[config.mk]
export PLATFORM = sky130hd
export DESIGN_NAME = hcf_fetch_master
export DESIGN_NICKNAME = d
export VERILOG_FILES = /design/src/rtl/hcf_pkg.sv /design/src/rtl/hcf_regs.sv /design/src/rtl/hcf_seq.sv /design/src/rtl/hcf_pack.sv /design/src/rtl/hcf_fetch_master.sv
export SDC_FILE = /design/constraint.sdc
export NUM_CORES = 1
export LEC_CHECK = 0
export ABC_CLOCK_PERIOD_IN_PS = 2180
export BUFFER_PORTS_ARGS = -buffer_cell sky130_fd_sc_hd__buf_2
export CAP_MARGIN = 0
export CORE_AREA = 2 2 258 260
export DETAILED_ROUTE_END_ITERATION = 10
export DIE_AREA = 0 0 260 262
export PLACE_DENSITY = 0.72
export SLEW_MARGIN = 20
export SYNTH_ARGS = -nofsm -noshare
export SYNTH_HDL_FRONTEND = slang
export SYNTH_SLANG_ARGS = --single-unit
[constraint.sdc]
create_clock -name clk -period 2.18 [get_ports clk]
set_clock_uncertainty 0.15 [all_clocks]
set_input_delay 0.109 -clock clk [delete_from_list [all_inputs] [get_ports clk]]
set_output_delay 0.109 -clock clk [all_outputs]
set_load 0.005 [all_outputs]
[src/rtl/hcf_pkg.sv]
package hcf_pkg;
  typedef enum logic [1:0] {
    ST_IDLE    = 2'd0,
    ST_FETCH   = 2'd1,
    ST_PRESENT = 2'd2
  } hcf_state_e;

  localparam logic [1:0] SEL_CTRL = 2'd0;
  localparam logic [1:0] SEL_ADDR = 2'd1;
  localparam logic [1:0] SEL_STAT = 2'd2;

  localparam int unsigned CTRL_EN_BIT   = 0;
  localparam int unsigned CTRL_CNT_LSB  = 16;
  localparam int unsigned STAT_ERR_BIT  = 0;
  localparam int unsigned STAT_BUSY_BIT = 1;
endpackage

[src/rtl/hcf_regs.sv]
module hcf_regs
  import hcf_pkg::*;
#(
  parameter int ADDR_W = 32,
  parameter int DATA_W = 32,
  parameter int CNT_W  = 11
) (
  input  logic              clk,
  input  logic              rst_n,
  input  logic              wr,
  input  logic [1:0]        sel,
  input  logic [DATA_W-1:0] wdata,
  output logic [DATA_W-1:0] rdata,
  input  logic              busy,
  input  logic              adv,
  input  logic              dec,
  input  logic              stop,
  input  logic              err_set,
  output logic              start,
  output logic              en,
  output logic [CNT_W-1:0]  cnt,
  output logic [ADDR_W-1:0] addr,
  output logic              err
);
  localparam logic [ADDR_W-1:0] WORD_STEP = ADDR_W'(4);

  logic             ctrl_wr, addr_wr, stat_wr;
  logic [CNT_W-1:0] wcnt;
  logic             wen;

  assign ctrl_wr = wr && (sel == SEL_CTRL);
  assign addr_wr = wr && (sel == SEL_ADDR);
  assign stat_wr = wr && (sel == SEL_STAT);
  assign wcnt    = wdata[CTRL_CNT_LSB +: CNT_W];
  assign wen     = wdata[CTRL_EN_BIT];
  assign start   = ctrl_wr && !busy && wen && (wcnt != '0);

  always_ff @(posedge clk or negedge rst_n) begin
    if (!rst_n) begin
      en  <= 1'b0;
      cnt <= '0;
    end else begin
      if (ctrl_wr && !busy) begin
        en  <= wen;
        cnt <= wcnt;
      end else begin
        if (ctrl_wr && !wen) en <= 1'b0;
        if (stop)            en <= 1'b0;
        if (dec)             cnt <= cnt - 1'b1;
      end
    end
  end

  always_ff @(posedge clk or negedge rst_n) begin
    if (!rst_n)                addr <= '0;
    else if (addr_wr && !busy) addr <= {wdata[ADDR_W-1:2], 2'b00};
    else if (adv)              addr <= addr + WORD_STEP;
  end

  always_ff @(posedge clk or negedge rst_n) begin
    if (!rst_n)                             err <= 1'b0;
    else if (err_set)                       err <= 1'b1;
    else if (stat_wr && wdata[STAT_ERR_BIT]) err <= 1'b0;
  end

  always_comb begin
    rdata = '0;
    unique case (sel)
      SEL_CTRL: begin
        rdata[CTRL_EN_BIT]             = en;
        rdata[CTRL_CNT_LSB +: CNT_W]   = cnt;
      end
      SEL_ADDR: rdata[ADDR_W-1:0] = addr;
      SEL_STAT: begin
        rdata[STAT_ERR_BIT]  = err;
        rdata[STAT_BUSY_BIT] = busy;
      end
      default: rdata = '0;
    endcase
  end
endmodule

[src/rtl/hcf_seq.sv]
module hcf_seq
  import hcf_pkg::*;
#(
  parameter int CNT_W      = 11,
  parameter int HASH_WORDS = 16,
  parameter int CIPH_WORDS = 4,
  parameter int NW_W       = 5
) (
  input  logic             clk,
  input  logic             rst_n,
  input  logic             start,
  input  logic             en,
  input  logic [CNT_W-1:0] cnt,
  input  logic             cipher_mode,
  input  logic [1:0]       first_sel,
  input  logic             mem_gnt,
  input  logic             mem_err,
  input  logic             blk_ready,
  output logic             mem_req,
  output logic             blk_valid,
  output logic             busy,
  output logic             cap,
  output logic [NW_W-1:0]  idx,
  output logic [NW_W-1:0]  nwords,
  output logic             adv,
  output logic             dec,
  output logic             stop,
  output logic             err_set,
  output logic             irq_block,
  output logic             irq_digest
);
  hcf_state_e      state;
  logic [NW_W-1:0] idx_q, nw_q;
  logic            mode_q;
  logic            last_word, handshake, last_blk;

  function automatic logic [NW_W-1:0] first_len(input logic cm, input logic [1:0] s);
    if (!cm)            return NW_W'(HASH_WORDS);
    else if (s >= 2'd2) return NW_W'(3 * CIPH_WORDS);
    else                return NW_W'((int'(s) + 1) * CIPH_WORDS);
  endfunction

  assign last_word = (idx_q == nw_q - 1'b1);
  assign handshake = (state == ST_PRESENT) && blk_ready;
  assign last_blk  = (cnt == CNT_W'(1));

  always_comb begin
    mem_req   = (state == ST_FETCH);
    blk_valid = (state == ST_PRESENT);
    busy      = (state != ST_IDLE);
    cap       = mem_req && mem_gnt && !mem_err;
    adv       = cap;
    err_set   = mem_req && mem_gnt && mem_err;
    dec       = handshake;
    stop      = err_set || (handshake && last_blk);
  end

  assign idx    = idx_q;
  assign nwords = nw_q;

  always_ff @(posedge clk or negedge rst_n) begin
    if (!rst_n) begin
      state      <= ST_IDLE;
      idx_q      <= '0;
      nw_q       <= '0;
      mode_q     <= 1'b0;
      irq_block  <= 1'b0;
      irq_digest <= 1'b0;
    end else begin
      irq_block  <= handshake && mode_q;
      irq_digest <= handshake && !mode_q && last_blk;
      unique case (state)
        ST_IDLE: begin
          if (start) begin
            state  <= ST_FETCH;
            idx_q  <= '0;
            mode_q <= cipher_mode;
            nw_q   <= first_len(cipher_mode, first_sel);
          end
        end
        ST_FETCH: begin
          if (mem_gnt) begin
            if (mem_err || !en) state <= ST_IDLE;
            else if (last_word) state <= ST_PRESENT;
            else                idx_q <= idx_q + 1'b1;
          end
        end
        ST_PRESENT: begin
          if (blk_ready) begin
            if (last_blk || !en) begin
              state <= ST_IDLE;
            end else begin
              state <= ST_FETCH;
              idx_q <= '0;
              nw_q  <= mode_q ? NW_W'(CIPH_WORDS) : NW_W'(HASH_WORDS);
            end
          end
        end
        default: state <= ST_IDLE;
      endcase
    end
  end
endmodule

[src/rtl/hcf_pack.sv]
module hcf_pack #(
  parameter int DATA_W    = 32,
  parameter int MAX_WORDS = 16,
  parameter int NW_W      = 5
) (
  input  logic                        clk,
  input  logic                        rst_n,
  input  logic                        cap,
  input  logic [NW_W-1:0]             idx,
  input  logic [DATA_W-1:0]           wdata,
  output logic [DATA_W*MAX_WORDS-1:0] data
);
  for (genvar g = 0; g < MAX_WORDS; g++) begin : g_word
    always_ff @(posedge clk or negedge rst_n) begin
      if (!rst_n)                           data[g*DATA_W +: DATA_W] <= '0;
      else if (cap && idx == NW_W'(g))      data[g*DATA_W +: DATA_W] <= wdata;
    end
  end
endmodule

[src/rtl/hcf_fetch_master.sv]
module hcf_fetch_master #(
  parameter int ADDR_W     = 32,
  parameter int DATA_W     = 32,
  parameter int CNT_W      = 11,
  parameter int HASH_WORDS = 16,
  parameter int CIPH_WORDS = 4,
  localparam int NW_W      = $clog2(HASH_WORDS + 1),
  localparam int BLK_W     = DATA_W * HASH_WORDS
) (
  input  logic              clk,
  input  logic              rst_n,
  input  logic              reg_wr,
  input  logic [1:0]        reg_sel,
  input  logic [DATA_W-1:0] reg_wdata,
  output logic [DATA_W-1:0] reg_rdata,
  input  logic              cipher_mode,
  input  logic [1:0]        first_len_sel,
  output logic              mem_req,
  output logic [ADDR_W-1:0] mem_addr,
  input  logic              mem_gnt,
  input  logic [DATA_W-1:0] mem_rdata,
  input  logic              mem_err,
  output logic              blk_valid,
  input  logic              blk_ready,
  output logic [BLK_W-1:0]  blk_data,
  output logic [NW_W-1:0]   blk_words,
  output logic              irq_digest,
  output logic              irq_block,
  output logic              irq_error
);
  logic             busy, start, en_q, err_q;
  logic [CNT_W-1:0] cnt_q;
  logic             adv, dec, stop, err_set, cap;
  logic [NW_W-1:0]  idx;

  hcf_regs #(.ADDR_W(ADDR_W), .DATA_W(DATA_W), .CNT_W(CNT_W)) u_regs (
    .clk(clk), .rst_n(rst_n), .wr(reg_wr), .sel(reg_sel), .wdata(reg_wdata),
    .rdata(reg_rdata), .busy(busy), .adv(adv), .dec(dec), .stop(stop),
    .err_set(err_set), .start(start), .en(en_q), .cnt(cnt_q), .addr(mem_addr),
    .err(err_q)
  );

  hcf_seq #(.CNT_W(CNT_W), .HASH_WORDS(HASH_WORDS), .CIPH_WORDS(CIPH_WORDS), .NW_W(NW_W)) u_seq (
    .clk(clk), .rst_n(rst_n), .start(start), .en(en_q), .cnt(cnt_q),
    .cipher_mode(cipher_mode), .first_sel(first_len_sel), .mem_gnt(mem_gnt),
    .mem_err(mem_err), .blk_ready(blk_ready), .mem_req(mem_req),
    .blk_valid(blk_valid), .busy(busy), .cap(cap), .idx(idx), .nwords(blk_words),
    .adv(adv), .dec(dec), .stop(stop), .err_set(err_set),
    .irq_block(irq_block), .irq_digest(irq_digest)
  );

  hcf_pack #(.DATA_W(DATA_W), .MAX_WORDS(HASH_WORDS), .NW_W(NW_W)) u_pack (
    .clk(clk), .rst_n(rst_n), .cap(cap), .idx(idx), .wdata(mem_rdata), .data(blk_data)
  );

  assign irq_error = err_q;
endmodule

==> out/results.md <==
• 65300 um^2 — Core Region
• 0 — Final Hold Violating Endpoints
• 260 um — Horiz. Die Dim
• 2150 ps — final critical path time including I/O delays and setup
• 50200 um — HPWL Detailed
• 34.8% — initial core utilization
• sky130_fd_sc_hd__clkbuf_16 — clk root buf
• 655 — Port-buffer cells
• 24100 uW — post-layout power
• 98.4% — Final period util
• reg2reg — Setup Crit Path Kind
• 100% — Post-synth ARST share
• 568 — clk sink count
• 6 — router iterations before antenna repair
• 6 — number of antenna violations at the first check in global routing
• 787 nW/um^2 — PwrDens
• u_regs.addr[20] — CP Capture Point
• 1564 — synthesized netlist cell count
• ha_1 > nand4_1 > or2_2 > or2_2 > or4_1 > nand4_1 — critical-path cell list
• 661 — total I/O pin count
• 14200 um^2 — sequential cell area
• 72 — largest net degree at the start of global routing
• flip-flop — type of origin of the critical path
• 0 — final setup violation count
• in2reg — hold crit path type
• 5.04 — routed vias/inst
• u_regs.addr[3] — Reg2Reg Launch Point
• 723 uV — maximum resistive drop on vdd
• sky130_fd_sc_hd__dfrtp_1 — prevailing post-synth register cell
• 2560 ps — WP data required
• 62.6% — post-synthesis sequential area ratio
• 59 — clock buffers created by TritonCTS
• 58.3% — fraction of final layout cells with drive strength greater than 1
• 70 ps — clock transition at the registers of the reported paths
• 30 ps — R2R Setup Slk
• 1068 — iteration-0 DRC count of the detailed router
• u_regs.addr[20] — capture instance of the worst register-to-register path
• 410 ps — critical path's largest stage delay
• 0.0170 uW — leakage power total
• built — clock tree from TritonCTS
• 2 — Min-Delay Path Depth
• 60.9% — worst rel slew slack
• flip-flop — category of the worst setup path capture point
• sky130_fd_sc_hd__buf_2 — commonest non-fill, non-tap cell in the layout
• 53 — number of unique standard cell types used by synthesis
• 0 — DRT antenna net count
• 72400 um — Routed Wire Length
• 16500 — number of vias in the routed layout
• finished, final reports clean — outcome
• 0.896 — final weighted congestion in routability-driven placement
• 4 — crit-path max FO
• sky130_fd_sc_hd__buf_2, sky130_fd_sc_hd__dfrtp_1, sky130_fd_sc_hd__mux2_2, sky130_fd_sc_hd__dlygate4sd3_1, sky130_fd_sc_hd__buf_4 — most frequent cells in the layout
• 262 um — Chip Height
• 466 MHz — highest clock frequency the design can meet
• 27700 um^2 — Post-Place Cell Area
• 94 — FP Rows
• 0 — Synth warnings
• 22700 um^2 — post-synthesis cell area
• 16.2 ps — Worst Hold Slack
• 14.5 um^2 — Avg Synthesized Cell Area
• 586 ps — transition at the pin with the smallest max-transition slack
• u_regs.addr[3] — crit path from
• 0 — Overflow after GRT
• 2530 ps — worst path arrival time
• 0 — max-slew violations
• 8090 um^2 — multi-input gate area in the final layout
• 600 ps — clock latency of the later-clocked register in the worst-skew pair
• 68100 um^2 — area of the die
• 3 — maximum buffer depth of the clock tree
• 106000 um — wire length of the first global-routing pass
• 22.2 um — Routed wire per std cell
• 0 — max-cap check violation count
• 20.3% — Total GRT Usage
• 34.6% — Area growth, synth to finish
• 0 — DRC violation count after routing
• 2434 — fin nets
• 0 — number of enable flip-flop cells after synthesis
• true — RSZ-0062 raised after global routing
• 5788 — number of fillers in the final layout
• 2 — CTS H-Tree Depth
• sky130_fd_sc_hd__or4_1 — cell with the largest stage delay on the worst path
• 6 — number of cells on the worst reg-to-reg path
• 17400 — vias in the first global route
• 30600 um^2 — final design instance area without fill
• 568 — synthesis-stage register bit count
Yosys cell counts (all sizes together) (2+ instances only):
cell type	count	share of area, %
dfrtp	568	63
mux2	513	25
nand2	77	1.3
clkbuf	58	0.96
buf	51	1.1
nor2	32	0.53
nand3	23	0.51
and2	22	0.61
o21ai	22	0.48
inv	16	0.26
o211ai	16	0.53
nand4	14	0.39
a22o	13	0.50
ha	13	0.72
a21oi	12	0.26
nor4	12	0.33
nor3	11	0.26
o311ai	9	0.35
or4	8	0.26
a221o	7	0.31
a22oi	7	0.23
a31oi	6	0.17
xnor2	6	0.23
xor2	6	0.23
a21o	4	0.13
and3	4	0.11
nand2b	4	0.11
or3	4	0.11
and4	3	0.12
nand4b	3	0.12
nor2b	2	0.055
or2	2	0.055
worst min-delay path by stage:
stage | to | start | slack (ps)
floorplan | u_pack.data[0] | rst_n | -340
global placement | u_pack.data[242] | rst_n | -30
detailed placement | u_pack.data[242] | rst_n | -20
CTS | u_pack.data[511] | mem_rdata[31] | 1
global route | u_pack.data[192] | mem_rdata[0] | 20
finish | u_pack.data[192] | mem_rdata[0] | 20
area by class of cell:
cell class | count | area share [%]
antenna | 6 | 0.0491
clock buffer | 84 | 5.67
clock inverter | 23 | 0.847
inverter | 16 | 0.197
multi-input combinational | 874 | 26.5
sequential | 568 | 46.5
tap | 864 | 3.54
timing repair buffer | 827 | 16.7
through the flow:
stage / utilization [%] / std cells / setup TNS [ps] / worst slack [ps]
2_1_floorplan: - / 1567 / 0 / 95.0
4_1_cts: 46.6 / 3252 / 0 / 7.54
6_report: 46.8 / 3262 / 0 / 34.8
3_5_place_dp: 42.4 / 3072 / 0 / 4.16
5_1_grt: 46.8 / 3260 / -152 / -42.7
3_3_place_gp: 42.4 / 3072 / 0 / 19.9
metal layers:
metal	vias to the layer above	GRT usage (%)	wire length [um]
met5	-	0	0
met4	0	8.73	2940
met3	182	4.08	4510
met2	661	35.2	36200
met1	8456	24.5	28700
li1	7152	-	-
what timing repair did:
item / 4_1_cts / 5_1_grt
hold buffers: 73 / 0
resized for setup: 1 / 15
hold endpoints to repair: 1101 / 0
gates cloned: 0 / 1
pin swaps: 0 / 1
buffers inserted: 0 / 3
endpoints found under the setup margin: 1 / 61
cells by family (layout without fill, tap and decap cells):
family,count (synthesis),count (layout),share of synthesized area [%]
other,1,10,0.0165
AND/OR/NAND/NOR,228,228,5.13
AO/OA/AOI/OAI,103,103,3.24
flip-flops,568,568,62.6
XOR/XNOR,13,13,0.562
adder cells (fa/ha/maj),13,13,0.716
buffers and inverters,125,950,2.29
multiplexers,513,513,25.4
sequential cells by signal, summed over array words and instances (netlist names):
name	flops
u_regs.en	1
u_seq.idx	5
u_seq.irq_block	1
u_seq.irq_digest	1
u_seq.mode_q	1
u_seq.nwords	3
u_pack.data	512
u_regs.err	1
u_seq.state	2
u_regs.addr	30
u_regs.cnt	11
where the power goes:
| group | internal [uW] | total [uW] | switching [uW] | leakage, uW |
|---|---|---|---|---|
| logic | 1120 | 2430 | 1310 | 0.00825 |
| clock network | 5990 | 10200 | 4210 | 0.000985 |
| registers | 11000 | 11400 | 401 | 0.00780 |
critical path, delay by kind of cell, from the launching register on:
family | cells | cell delay, ps
fa+ha+maj | 1 | 200
simple gates | 5 | 1330
flops | 1 | 400
Power figures use the tool's default switching activity.
